[src/rtl/mdio_ctl_pkg.sv]
package mdio_ctl_pkg;
  localparam int PRE_BITS = 32;

  localparam logic [1:0] ADDR_CMD  = 2'd0;
  localparam logic [1:0] ADDR_DATA = 2'd1;
  localparam logic [1:0] ADDR_STAT = 2'd2;
  localparam logic [1:0] ADDR_SCTL = 2'd3;

  localparam int CMD_RD_BIT   = 15;
  localparam int CMD_WR_BIT   = 14;
  localparam int SCTL_DIV_LSB = 9;
  localparam int SCTL_SUP_BIT = 8;
  localparam int SCTL_RST_BIT = 0;

  typedef enum logic [1:0] {
    OPC_WRITE = 2'b01,
    OPC_READ  = 2'b10
  } mdio_opc_e;
endpackage

[src/rtl/mdio_div_phase.sv]
module mdio_div_phase #(
  parameter int DIV_W = 6
) (
  input  logic             clk,
  input  logic             rst,
  input  logic             run,
  input  logic [DIV_W-1:0] div_m1,
  output logic             mdc,
  output logic             bit_end,
  output logic             rise_now
);
  localparam int CW = DIV_W + 1;

  logic [CW-1:0] n_eff;
  logic [CW-1:0] half;
  logic [CW-1:0] ph;

  // divisor below 2 is clamped so that both MDC phases exist
  always_comb begin
    n_eff    = (div_m1 == '0) ? CW'(2) : (CW'(div_m1) + CW'(1));
    half     = n_eff >> 1;
    bit_end  = run && (ph == (n_eff - CW'(1)));
    rise_now = run && ((ph + CW'(1)) == half);
  end

  always_ff @(posedge clk) begin
    if (rst || !run) begin
      ph  <= '0;
      mdc <= 1'b0;
    end else if (bit_end) begin
      ph  <= '0;
      mdc <= 1'b0;
    end else begin
      ph <= ph + CW'(1);
      if (rise_now) mdc <= 1'b1;
    end
  end
endmodule

[src/rtl/mdio_frame_eng.sv]
module mdio_frame_eng
  import mdio_ctl_pkg::*;
#(
  parameter int ADR_W  = 5,
  parameter int DATA_W = 16,
  parameter int PRE_W  = PRE_BITS
) (
  input  logic              clk,
  input  logic              rst,
  input  logic              start,
  input  logic              abort,
  input  logic              op_rd,
  input  logic              skip_pre,
  input  logic [ADR_W-1:0]  phy,
  input  logic [ADR_W-1:0]  regn,
  input  logic [DATA_W-1:0] wdata,
  input  logic              bit_end,
  input  logic              rise_now,
  input  logic              mdio_i,
  output logic              busy,
  output logic              mdio_o,
  output logic              mdio_oe,
  output logic              rd_fin,
  output logic [DATA_W-1:0] rd_word
);
  localparam int BODY_W = 6 + 2 * ADR_W + DATA_W;
  localparam int FULL_W = PRE_W + BODY_W;
  localparam int TAIL_W = DATA_W + 2;
  localparam int CNT_W  = $clog2(FULL_W + 1);

  logic [FULL_W-1:0] sr;
  logic [CNT_W-1:0]  rem;
  logic              rd_q;
  logic [DATA_W-1:0] shin;
  logic [BODY_W-1:0] body;
  mdio_opc_e         opc;

  always_comb begin
    opc  = op_rd ? OPC_READ : OPC_WRITE;
    body = {2'b01, opc, phy, regn, (op_rd ? 2'b00 : 2'b10),
            (op_rd ? {DATA_W{1'b0}} : wdata)};
  end

  assign mdio_o  = sr[FULL_W-1];
  assign rd_fin  = busy && rd_q && bit_end && (rem == CNT_W'(1));
  assign rd_word = shin;

  always_ff @(posedge clk) begin
    if (rst || abort) begin
      busy    <= 1'b0;
      sr      <= '1;
      rem     <= '0;
      mdio_oe <= 1'b0;
      rd_q    <= 1'b0;
      shin    <= '0;
    end else if (!busy) begin
      if (start) begin
        busy    <= 1'b1;
        mdio_oe <= 1'b1;
        rd_q    <= op_rd;
        shin    <= '0;
        if (skip_pre) begin
          sr  <= {body, {PRE_W{1'b1}}};
          rem <= CNT_W'(BODY_W);
        end else begin
          sr  <= {{PRE_W{1'b1}}, body};
          rem <= CNT_W'(FULL_W);
        end
      end
    end else begin
      if (rise_now && rd_q && (rem <= CNT_W'(DATA_W)))
        shin <= {shin[DATA_W-2:0], mdio_i};
      if (bit_end) begin
        if (rem == CNT_W'(1)) begin
          busy    <= 1'b0;
          mdio_oe <= 1'b0;
          sr      <= '1;
        end else begin
          sr      <= sr << 1;
          rem     <= rem - CNT_W'(1);
          mdio_oe <= !(rd_q && ((rem - CNT_W'(1)) <= CNT_W'(TAIL_W)));
        end
      end
    end
  end

  AST_READ_TAIL_RELEASED: assert property (@(posedge clk) disable iff (rst)
    (busy && rd_q && (rem <= CNT_W'(TAIL_W))) |-> !mdio_oe);
endmodule

[src/rtl/mdio_cmd_ctrl.sv]
module mdio_cmd_ctrl
  import mdio_ctl_pkg::*;
#(
  parameter int DIV_W      = 6,
  parameter int DEF_DIV    = 40,
  parameter int RST_CYCLES = 8,
  parameter int ADR_W      = 5,
  parameter int DATA_W     = 16,
  parameter int RDW        = 32
) (
  input  logic           clk,
  input  logic           rst,
  input  logic           reg_we,
  input  logic [1:0]     reg_addr,
  input  logic [RDW-1:0] reg_wdata,
  output logic [RDW-1:0] reg_rdata,
  output logic           mdc,
  output logic           mdio_o,
  output logic           mdio_oe,
  input  logic           mdio_i
);
  localparam logic [DIV_W-1:0] DEF_M1 = DIV_W'(DEF_DIV - 1);
  localparam int SR_W  = $clog2(RST_CYCLES + 1);
  localparam int CMD_W = 16;

  logic [CMD_W-1:0]  cmd_q;
  logic [DATA_W-1:0] data_q;
  logic [DIV_W-1:0]  div_q;
  logic              sup_q;
  logic [SR_W-1:0]   sr_cnt;
  logic              sr_active;
  logic              srst_req;
  logic              wr_ok;
  logic              cmd_go;
  logic              eng_busy;
  logic              bit_end;
  logic              rise_now;
  logic              rd_fin;
  logic [DATA_W-1:0] rd_word;
  logic [RDW-1:0]    sctl_word;
  logic              unused_hi;

  assign unused_hi = ^reg_wdata[RDW-1:CMD_W];

  always_comb begin
    sr_active = (sr_cnt != '0);
    srst_req  = reg_we && (reg_addr == ADDR_SCTL) && reg_wdata[SCTL_RST_BIT] && !sr_active;
    wr_ok     = reg_we && !eng_busy && !sr_active;
    cmd_go    = wr_ok && (reg_addr == ADDR_CMD) &&
                (reg_wdata[CMD_RD_BIT] || reg_wdata[CMD_WR_BIT]);
    sctl_word = '0;
    sctl_word[SCTL_DIV_LSB +: DIV_W] = div_q;
    sctl_word[SCTL_SUP_BIT] = sup_q;
    sctl_word[SCTL_RST_BIT] = sr_active;
  end

  mdio_div_phase #(.DIV_W(DIV_W)) u_div (
    .clk      (clk),
    .rst      (rst),
    .run      (eng_busy && !srst_req),
    .div_m1   (div_q),
    .mdc      (mdc),
    .bit_end  (bit_end),
    .rise_now (rise_now)
  );

  mdio_frame_eng #(.ADR_W(ADR_W), .DATA_W(DATA_W)) u_eng (
    .clk      (clk),
    .rst      (rst),
    .start    (cmd_go),
    .abort    (srst_req),
    .op_rd    (reg_wdata[CMD_RD_BIT]),
    .skip_pre (sup_q),
    .phy      (reg_wdata[ADR_W +: ADR_W]),
    .regn     (reg_wdata[0 +: ADR_W]),
    .wdata    (data_q),
    .bit_end  (bit_end),
    .rise_now (rise_now),
    .mdio_i   (mdio_i),
    .busy     (eng_busy),
    .mdio_o   (mdio_o),
    .mdio_oe  (mdio_oe),
    .rd_fin   (rd_fin),
    .rd_word  (rd_word)
  );

  always_ff @(posedge clk) begin
    if (rst) begin
      cmd_q  <= '0;
      data_q <= '0;
      div_q  <= DEF_M1;
      sup_q  <= 1'b0;
      sr_cnt <= '0;
    end else if (srst_req) begin
      cmd_q  <= '0;
      data_q <= '0;
      div_q  <= DEF_M1;
      sup_q  <= 1'b0;
      sr_cnt <= SR_W'(RST_CYCLES);
    end else if (sr_active) begin
      sr_cnt <= sr_cnt - SR_W'(1);
    end else begin
      if (wr_ok) begin
        case (reg_addr)
          ADDR_CMD:  cmd_q  <= {reg_wdata[CMD_RD_BIT:CMD_WR_BIT], 4'b0000,
                                reg_wdata[2*ADR_W-1:0]};
          ADDR_DATA: data_q <= reg_wdata[DATA_W-1:0];
          ADDR_SCTL: begin
            div_q <= reg_wdata[SCTL_DIV_LSB +: DIV_W];
            sup_q <= reg_wdata[SCTL_SUP_BIT];
          end
          default: ;
        endcase
      end
      if (rd_fin) data_q <= rd_word;
    end
  end

  always_ff @(posedge clk) begin
    if (rst) begin
      reg_rdata <= '0;
    end else begin
      case (reg_addr)
        ADDR_CMD:  reg_rdata <= RDW'(cmd_q);
        ADDR_DATA: reg_rdata <= RDW'(data_q);
        ADDR_STAT: reg_rdata <= RDW'(eng_busy);
        default:   reg_rdata <= sctl_word;
      endcase
    end
  end

  AST_IDLE_LINE_QUIET: assert property (@(posedge clk) disable iff (rst)
    !eng_busy |-> (!mdc && !mdio_oe));
  AST_START_FROM_CMD: assert property (@(posedge clk) disable iff (rst)
    $rose(eng_busy) |-> $past(reg_we && (reg_addr == ADDR_CMD) &&
                              (reg_wdata[CMD_RD_BIT] || reg_wdata[CMD_WR_BIT])));
  AST_REGS_FROZEN_BUSY: assert property (@(posedge clk) disable iff (rst)
    (eng_busy && $past(eng_busy)) |-> ($stable(cmd_q) && $stable(data_q) && $stable(div_q)));
  AST_NO_XFER_IN_SRST: assert property (@(posedge clk) disable iff (rst)
    sr_active |-> !eng_busy);
endmodule

[config.mk]
export PLATFORM = sky130hd
export DESIGN_NAME = mdio_cmd_ctrl
export DESIGN_NICKNAME = d
export VERILOG_FILES = /design/src/rtl/mdio_ctl_pkg.sv /design/src/rtl/mdio_div_phase.sv /design/src/rtl/mdio_frame_eng.sv /design/src/rtl/mdio_cmd_ctrl.sv
export SDC_FILE = /design/constraint.sdc
export NUM_CORES = 1
export LEC_CHECK = 0
export BUFFER_PORTS_ARGS = -buffer_cell sky130_fd_sc_hd__buf_2
export CORE_MARGIN = 4
export CORE_UTILIZATION = 47
export DETAILED_ROUTE_END_ITERATION = 12
export PLACE_DENSITY = 0.66
export SYNTH_ARGS = -nofsm -noshare
export SYNTH_HDL_FRONTEND = slang
export SYNTH_HIERARCHICAL = 1
export SYNTH_SLANG_ARGS = --single-unit
[constraint.sdc]
create_clock -name clk -period 4.56 [get_ports clk]
set_clock_uncertainty 0.1 [all_clocks]
set_input_delay 0.912 -clock clk [delete_from_list [all_inputs] [get_ports clk]]
set_output_delay 0.912 -clock clk [all_outputs]
set_load 0.01 [all_outputs]
# Word level (Yosys, flattened, before mapping)
# Cells that the tools add are included.
# classes
muxes	31
n_reduce_logical	40
n_eq_ne	9
bitwise_logic	2
n_addsub	5
magnitude_cmp	2
# ops
operator	count
2-to-1 mux 64 bit	5
2-to-1 mux 16 bit	7
case mux 16 bit (3 select lines)	1
2-to-1 mux 7 bit	6
logical AND 1 bit	16
<= comparator 7 x 5 -> 1 bit, second input constant	2
subtractor 7 x 1 -> 7 bit, second input constant	2
AND reduction 3 bit	4
2-to-1 mux 1 bit	8
2-to-1 mux 4 bit	2
nonzero test 2 bit	4
adder 6 x 1 -> 7 bit, second input constant	1
adder 7 x 1 -> 7 bit, second input constant	1
equality test 7 x 1 -> 1 bit, second input constant	1
equality test 7 x 6 -> 1 bit	1
equality test 7 bit	1
zero test 6 bit	1
AND reduction 2 bit	3
zero test 1 bit	5
equality test 2 bit, second input constant	2
2-to-1 mux 2 bit	2
!= test 2 bit, second input constant	2
nonzero test 4 bit	1
OR reduction 2 bit	2
6 further kinds	9
# word_totals
ff_bits	169
word_cells	104

# Longest topological paths before layout
# Gate-level depths: netlist (run 1).
# logic_depth
depth_word	11
mapped_depth	17
mapped_depth_nobuf	14

# Modules after synthesis
# Netlist (run 1), hierarchy kept.
# modules_own_cells
module	seq_area_each_um2	cells_each	area_per_inst_um2	instances
mdio_frame_eng	1801.7	508	3995.1	1
mdio_cmd_ctrl	1101.1	267	2526.2	1
mdio_div_phase	160.2	103	842.1	1

# Worst setup path before layout (run 1)
# Ideal clock, no wire load.
# synth_path
kind	register to register
start	register div_q[0]
end	register data_q[0]
slack_ps	570
path_stages_with_launch	16
t_arrival_ps	3772
setup_ps	119
cell_sequence	dfxtp_1 -> inv_1 -> ha_1 -> or3_1 -> nor4b_2 -> nor2b_1 -> a2bb2oi_1 -> a2111oi_4 -> nand2_1 -> nor2_1 -> and2_1 -> buf_2 -> buf_2 -> mux2i_1 -> nand2_1 -> o221a_2
# synth_between
elab_chain_cells	9
# synth_lines
element	line	text
start, declared	mdio_cmd_ctrl.sv:28	logic [DIV_W-1:0] div_q;
start signal, assigned	mdio_cmd_ctrl.sv:109	div_q <= reg_wdata[SCTL_DIV_LSB +: DIV_W];
adder 6 x 1 -> 7 bit / zero test 6 bit (equally long branches)	mdio_div_phase.sv:20	n_eff = (div_m1 == '0) ? CW'(2) : (CW'(div_m1) + CW'(1));
2-to-1 mux 7 bit (*)	mdio_div_phase.sv:20	
subtractor 7 x 1 -> 7 bit (*)	mdio_div_phase.sv:22	bit_end = run && (ph == (n_eff - CW'(1)));
equality test 7 bit (*)	mdio_div_phase.sv:22	
logical AND 1 bit (*)	mdio_div_phase.sv:22	
net bit_end	mdio_cmd_ctrl.sv:36	logic bit_end;
logical AND 1 bit (*) (2 in series)	mdio_frame_eng.sv:45	assign rd_fin = busy && rd_q && bit_end && (rem == CNT_W'(1));
net rd_fin	mdio_cmd_ctrl.sv:38	logic rd_fin;
nonzero test 2 bit (no source line)	--	
AND reduction 3 bit (no source line)	--	
end signal, assigned	mdio_cmd_ctrl.sv:107	ADDR_DATA: data_q <= reg_wdata[DATA_W-1:0];
end signal, assigned	mdio_cmd_ctrl.sv:115	if (rd_fin) data_q <= rd_word;
end, declared	mdio_cmd_ctrl.sv:27	logic [DATA_W-1:0] data_q;
# Mark *: on every way through the listed nets, which the timed path passes. The rest lies on a longest branch.
# A chain may end at the register's enable or synchronous reset.

# Worst setup path in the final report (run 1)
# Same ends and word-level chain as after synthesis.

==> results of run 1 <==
[worst min-delay path by stage]
stage,start,endpoint,slack [ps],cells past startpoint
3_5_place_dp,u_eng/sr[36],u_eng/sr[36],350,2
6_report,u_eng/sr[38],u_eng/sr[38],360,2
4_1_cts,u_eng/sr[1],u_eng/sr[1],360,2
3_3_place_gp,u_eng/sr[31],u_eng/sr[31],340,2
2_1_floorplan,u_eng/sr[1],u_eng/sr[1],330,2
5_1_grt,u_eng/sr[47],u_eng/sr[47],380,2
[power by group through the flow]
stage                     clock network [mW]  registers, mW  logic (mW)
after floorplan                            0           1.53       0.609
after global placement                     0           1.55       0.743
after detailed placement                   0           1.55       0.751
after CTS                               1.30           1.52       0.753
after global routing                    1.36           1.54       0.843
final                                   1.28           1.53       0.756
[synthesized netlist by cell type (3+ instances only)]
cell / n
a21oi_1: 132
nor3_1: 9
a22oi_1: 4
o21ai_0: 85
dfxtp_1: 153
nor2b_1: 4
and2_1: 4
nand2b_1: 20
xor2_1: 7
or2_2: 4
o21ai_1: 7
nand4b_1: 4
mux2_2: 3
nor2_1: 50
o22ai_1: 23
nor3b_1: 5
buf_6: 5
nand4_1: 5
inv_1: 13
nand3_1: 46
a31oi_1: 4
xnor2_1: 15
mux2i_1: 33
clkbuf_1: 32
buf_4: 20
o221a_2: 17
buf_2: 26
ha_1: 8
nand2_1: 88
[cells by family (layout without fill, tap and decap cells)]
kind of cell	count (synthesis)	count (layout)	synth area share, %
AOI/OAI and AO/OA	296	296	23.8
and+or+nand+nor	262	262	18.1
DFF	153	153	41.6
buffers and inverters	98	98	6.97
muxes	37	37	5.25
xor gates and xnor gates	23	23	2.92
adders and majority gates	8	8	1.36
other	1	16	0.0509
[state kept, by name (all words and copies together), names as in the netlist]
register       count
u_eng/rd_word     16
u_eng/rem          7
data_q            16
sr_cnt             4
u_div/ph           7
u_eng/busy         1
cmd_q             12
u_div/mdc          1
u_eng/rd_q         1
div_q              6
u_eng/mdio_oe      1
sup_q              1
u_eng/sr          64
reg_rdata         16
[routing by layer]
layer	vias up	share of wire, %	routed length, um
li1	3112	-	-
met2	142	44	7730
met1	2828	50	8830
met5	-	0	0
met3	9	5.0	885
met4	0	0.59	104
[cell type report]
type | instances | share of cell area (%)
multi-input combinational | 642 | 47.7
sequential | 153 | 37.8
clock buffer | 21 | 5.68
timing repair buffer | 54 | 4.07
tap | 211 | 3.26
clock inverter | 10 | 0.895
inverter | 13 | 0.602
[cells in the final DEF (no fill, tap or decap), types with 4 or more instances in the layout]
cell type  Yosys  final
nor3b_1        5      5
nand4_1        5      5
xor2_1         7      7
nor2_1        50     50
a31oi_1        4      4
o21ai_1        7      7
xnor2_1       15     15
inv_1         13     13
conb_1         1     16
dfxtp_1      153    153
nand2b_1      20     20
a21oi_1      132    132
buf_2         26     40
clkbuf_16      0     17
nand4b_1       4      4
o21ai_0       85     85
ha_1           8      8
nand2_1       88     88
a22oi_1        4      4
o221a_2       17     17
o22ai_1       23     23
buf_4         20     12
or2_2          4      4
and2_1         4      4
mux2i_1       33     32
nor3_1         9      9
nand3_1       46     46
[critical path: cells and delay by family, from the launching register on]
family | cells | cell delay [ps]
buffers and inverters | 1 | 140
AND/OR/NAND/NOR | 6 | 1630
AO/OA/AOI/OAI | 4 | 1330
adder cells (fa/ha/maj) | 1 | 360
flip-flops | 1 | 490
[through the flow]
stage	util [%]	instance area, um^2
2_1_floorplan	-	7420
5_1_grt	53.2	8110
3_5_place_dp	49.7	7580
4_1_cts	53.2	8110
3_3_place_gp	49.7	7580
6_report	53.2	8110
==> results_dict.tcl, run 1 <==
set metrics [dict create \
    status "complete, no violations" \
    switching_share_pct 31.4 \
    rr_endpoint "data_q[0]" \
    n_fill_cell 1441 \
    synth_top_flop_cell "dfxtp_1" \
    top_usage_layer "met1" \
    synth.distinct_cells 72 \
    yosysWarnings 6 \
    wirelength_mm 17.5 \
    post-dp-hpwl_mm 11.9 \
    dieArea_mm2 0.0177 \
    slew_headroom_pct 25.0 \
    reg2reg_from "div_q[0]" \
    internal_power_mw 2.44 \
    synth_area_leaders "dfxtp_1 42%, a21oi_1 9.0%, o21ai_0 5.8%" \
    startpoint "div_q[0]" \
    core_area_mm2 0.0153 \
    overflow 0 \
    h-tree-depth 4 \
    period_needed_ps 4120 \
    post-route-period-util_pct 90.4 \
    pwr-share-seq_pct 42.9 \
    met2_usage_pct 29.3 \
    hold_buffers 0 \
    irDropWorstVdd_mv 0.277 \
    cts_buffers 17 \
    firstDrtPassIters 5 \
    crit_fanout 16 \
    dp.cells 1073 \
    area_delta_synth_final_pct 10.1 \
    whs_ps 357 \
    switchingPower_mw 1.12 \
    endpoint_kind "flop" \
    synth-edff-count 0 \
    netlist.top_cell.by_area "dfxtp_1" \
    grt_max_degree 122 \
    grt_pass1_vias 5532 \
    cts_tree "built" \
    reg2regPathDepth 12 \
    worstPathCellList "inv_1 > ha_1 > or3_1 > nor4b_2 > nor2b_1 > a2bb2oi_1 > a2111oi_4 > nand2_1 > nor2_1 > and2_1 > o21a_1 > o221a_2" \
    drv_slew 0 \
    antenna_found_initial 0 \
    fin_nets 927 \
    cp_data_arrival_time_ps 4380 \
    power_density_mw_per_mm2 439 \
    synth_cells 878 \
    gp_congestion 0.859 \
    grt_pass1_wl_mm 29.1 \
    rows 45 \
    use_met3_pct 4.23 \
    async_reset_ff_share_pct 0 \
    io_pins 73 \
    antenna_cells 0 \
    drtIter0Drc 607 \
    maxCapViolations 0 \
    grt.met1_usage_pct 30.2 \
    synth-seq-cells 153 \
    clockBufferDepth 2 \
    worst-setup-path-type "reg2reg" \
    die_h_um 133 \
    dp_slack_ps 454 \
    critPathCapture "data_q[0]" \
    setup_viol 0 \
    fin_tns_setup_ps 0 \
    synth.top_cell.area_share_pct 41.6 \
    drive_gt1_share_pct 14.3 \
    vias 6091 \
    holdCritPathClass "reg2reg" \
    leakage_nw 2.90 \
    register_area_mm2 0.00306 \
    worst_pin_slew_ps 1120 \
    cts_sinks 153 \
    comb_power_share_pct 21.2 \
    required_ps 4820 \
    cp-start-kind "flop" \
    cts_resized 0 \
    hold_viol_final 0 \
    grt_setup_unrepaired "no" \
    crit_slowest_cell "o21a_1" \
    root_buffer "clkbuf_16" \
    finalNonFillerCells 1104 \
    drt-vias-per-instance 5.52 \
    cts_setup_buffers 0 \
    multi_input_area_mm2 0.00387 \
    fmax_mhz 242 \
    grt_usage_pct 20.0 \
    fin_ws_ps 436 \
    post_drt_wl_per_cell_um 15.9 \
    start_util_pct 48.3 \
    synth.avg_cell_area_um2 8.39 \
    io_buffers 40 \
    clkLatencyLatePin_ps 420 \
    ys_seq_area_share_pct 41.6 \
    total_power_mw 3.56 \
    syn-cell-area_mm2 0.00736 \
    r2r_slack_ps 440 \
    route.detailed.drc 0 \
    p_clk_share_pct 35.9 \
    slowest_delay_ps 550 \
    die_w_um 133 \
    path_clk_slew_ps 60 \
    ant_nets 0 \
]
No activity file was read; power rests on OpenSTA's default activity.
==> run 2: changes to the inputs <==
--- a/config.mk
+++ b/config.mk
@@ -6,10 +6,10 @@
 export NUM_CORES = 1
 export LEC_CHECK = 0
 export BUFFER_PORTS_ARGS = -buffer_cell sky130_fd_sc_hd__buf_2
-export CORE_MARGIN = 4
-export CORE_UTILIZATION = 47
+export CORE_MARGIN = 2
+export CORE_UTILIZATION = 55
 export DETAILED_ROUTE_END_ITERATION = 12
-export PLACE_DENSITY = 0.66
+export PLACE_DENSITY = 0.75
 export SYNTH_ARGS = -nofsm -noshare
 export SYNTH_HDL_FRONTEND = slang
 export SYNTH_HIERARCHICAL = 1
==> results_dict.tcl, run 2 (synthesized netlist as in run 1, its figures left out) <==
set metrics [dict create \
    leakage_nw 2.92 \
    top_register "u_eng/sr" \
    slew_headroom_pct 28.1 \
    cp-start-kind "flop" \
    drtIter0Drc 616 \
    worst_pin_slew_ps 1080 \
    io_buffers 40 \
    irDropWorstVdd_mv 0.255 \
    maxCapViolations 0 \
    post_drt_wl_per_cell_um 16.3 \
    grt_pass1_wl_mm 28.5 \
    io_pins 73 \
    die_w_um 120 \
    crit_fanout 16 \
    ant_nets 0 \
    grt_pass1_vias 5650 \
    worst-setup-path-type "reg2reg" \
    antenna_cells 0 \
    grt_setup_unrepaired "no" \
    core_area_mm2 0.0131 \
    clockBufferDepth 2 \
    setup_viol 0 \
    required_ps 4820 \
    endpoint_kind "flop" \
    met2_usage_pct 36.6 \
    final_cell_mix "153 x dfxtp_1, 132 x a21oi_1, 88 x nand2_1" \
    dp_slack_ps 340 \
    overflow 0 \
    cts_sinks 153 \
    fin_nets 926 \
    total_power_mw 3.65 \
    rows 42 \
    drive_gt1_share_pct 14.4 \
    cts_buffers 17 \
    fmax_mhz 236 \
    post-dp-hpwl_mm 11.5 \
    cts_setup_buffers 0 \
    postPlaceCellArea_mm2 0.00752 \
    post-route-period-util_pct 93.0 \
    fin_ws_ps 321 \
    fin_area_mm2 0.00809 \
    reg2regPathDepth 13 \
    drt-vias-per-instance 5.93 \
    cts_tree "built" \
    cp_data_arrival_time_ps 4500 \
    vias 6344 \
    hold_buffers 0 \
    grt_usage_pct 24.7 \
    whs_ps 360 \
    area_delta_synth_final_pct 9.87 \
    final_common_cell "dfxtp_1" \
    h-tree-depth 4 \
    die_h_um 120 \
    use_met3_pct 3.90 \
    start_util_pct 56.0 \
    path_clk_slew_ps 60 \
    fin_tns_setup_ps 0 \
    gp_congestion 0.888 \
    dieArea_mm2 0.0143 \
    top_usage_layer "met2" \
    hold_depth 2 \
    largest_reg_flops 64 \
    period_needed_ps 4240 \
    route.detailed.drc 0 \
    clkLatencyLatePin_ps 430 \
    antenna_found_initial 0 \
    drv_slew 0 \
    holdCritPathClass "reg2reg" \
    cts_resized 0 \
    status "complete, no violations" \
    hold_viol_final 0 \
    grt_max_degree 122 \
    grt.met1_usage_pct 36.3 \
    firstDrtPassIters 5 \
    power_density_mw_per_mm2 451 \
    wirelength_mm 17.4 \
    root_buffer "clkbuf_16" \
]
-- run 2: cell types whose count changed in the layout (fill, tap and decap cells not counted), sizes merged --
cell / before / now
inv: 14 / 19
clkbuf: 21 / 17
buf: 54 / 53
bufinv: 0 / 1
clkinvlp: 3 / 2
-- run 2: critical path: stages (launching register included) --
cell       delay [ps]
dfxtp_1           490
inv_1             140
ha_1              360
or3_1             420
nor4b_2           270
nor2b_1           170
a2bb2oi_1         100
a2111oi_4         400
nand2_1           200
nor2_1            260
and2_1            230
buf_4             190
o21a_1            540
o221a_2           290
-- run 2: worst paths after layout --
path / startpoint / endpoint / slack (ps)
setup / recovery: div_q[0] / data_q[13] / 320
hold / removal: u_eng/sr[7] / u_eng/sr[7] / 360
setup reg to reg: div_q[0] / data_q[13] / 320
hold reg to reg: u_eng/sr[7] / u_eng/sr[7] / 360
-- run 2: through the flow --
| step | instances | util [%] |
|---|---|---|
| 2_1_floorplan | 893 | - |
| 3_3_place_gp | 1037 | 57.3 |
| 3_5_place_dp | 1037 | 57.3 |
| 4_1_cts | 1069 | 61.6 |
| 5_1_grt | 1069 | 61.6 |
| 6_report | 1069 | 61.6 |
-- run 2: routing by layer --
layer,vias to the layer above,routed length [um]
met5,-,0
met4,0,349
met3,25,1100
met2,216,7640
met1,2995,8300
li1,3108,-
-- run 2: layout make-up --
type,instances,area [um^2]
tap,176,220
multi-input combinational,642,3870
timing repair buffer,53,323
clock buffer,17,425
clock inverter,15,141
sequential,153,3060
inverter,13,48.8
fill,1159,5050
-- run 2: power breakdown --
part,internal (mW),switching (mW)
Sequential,1.44,0.0820
Clock,0.761,0.597
Combinational,0.276,0.486
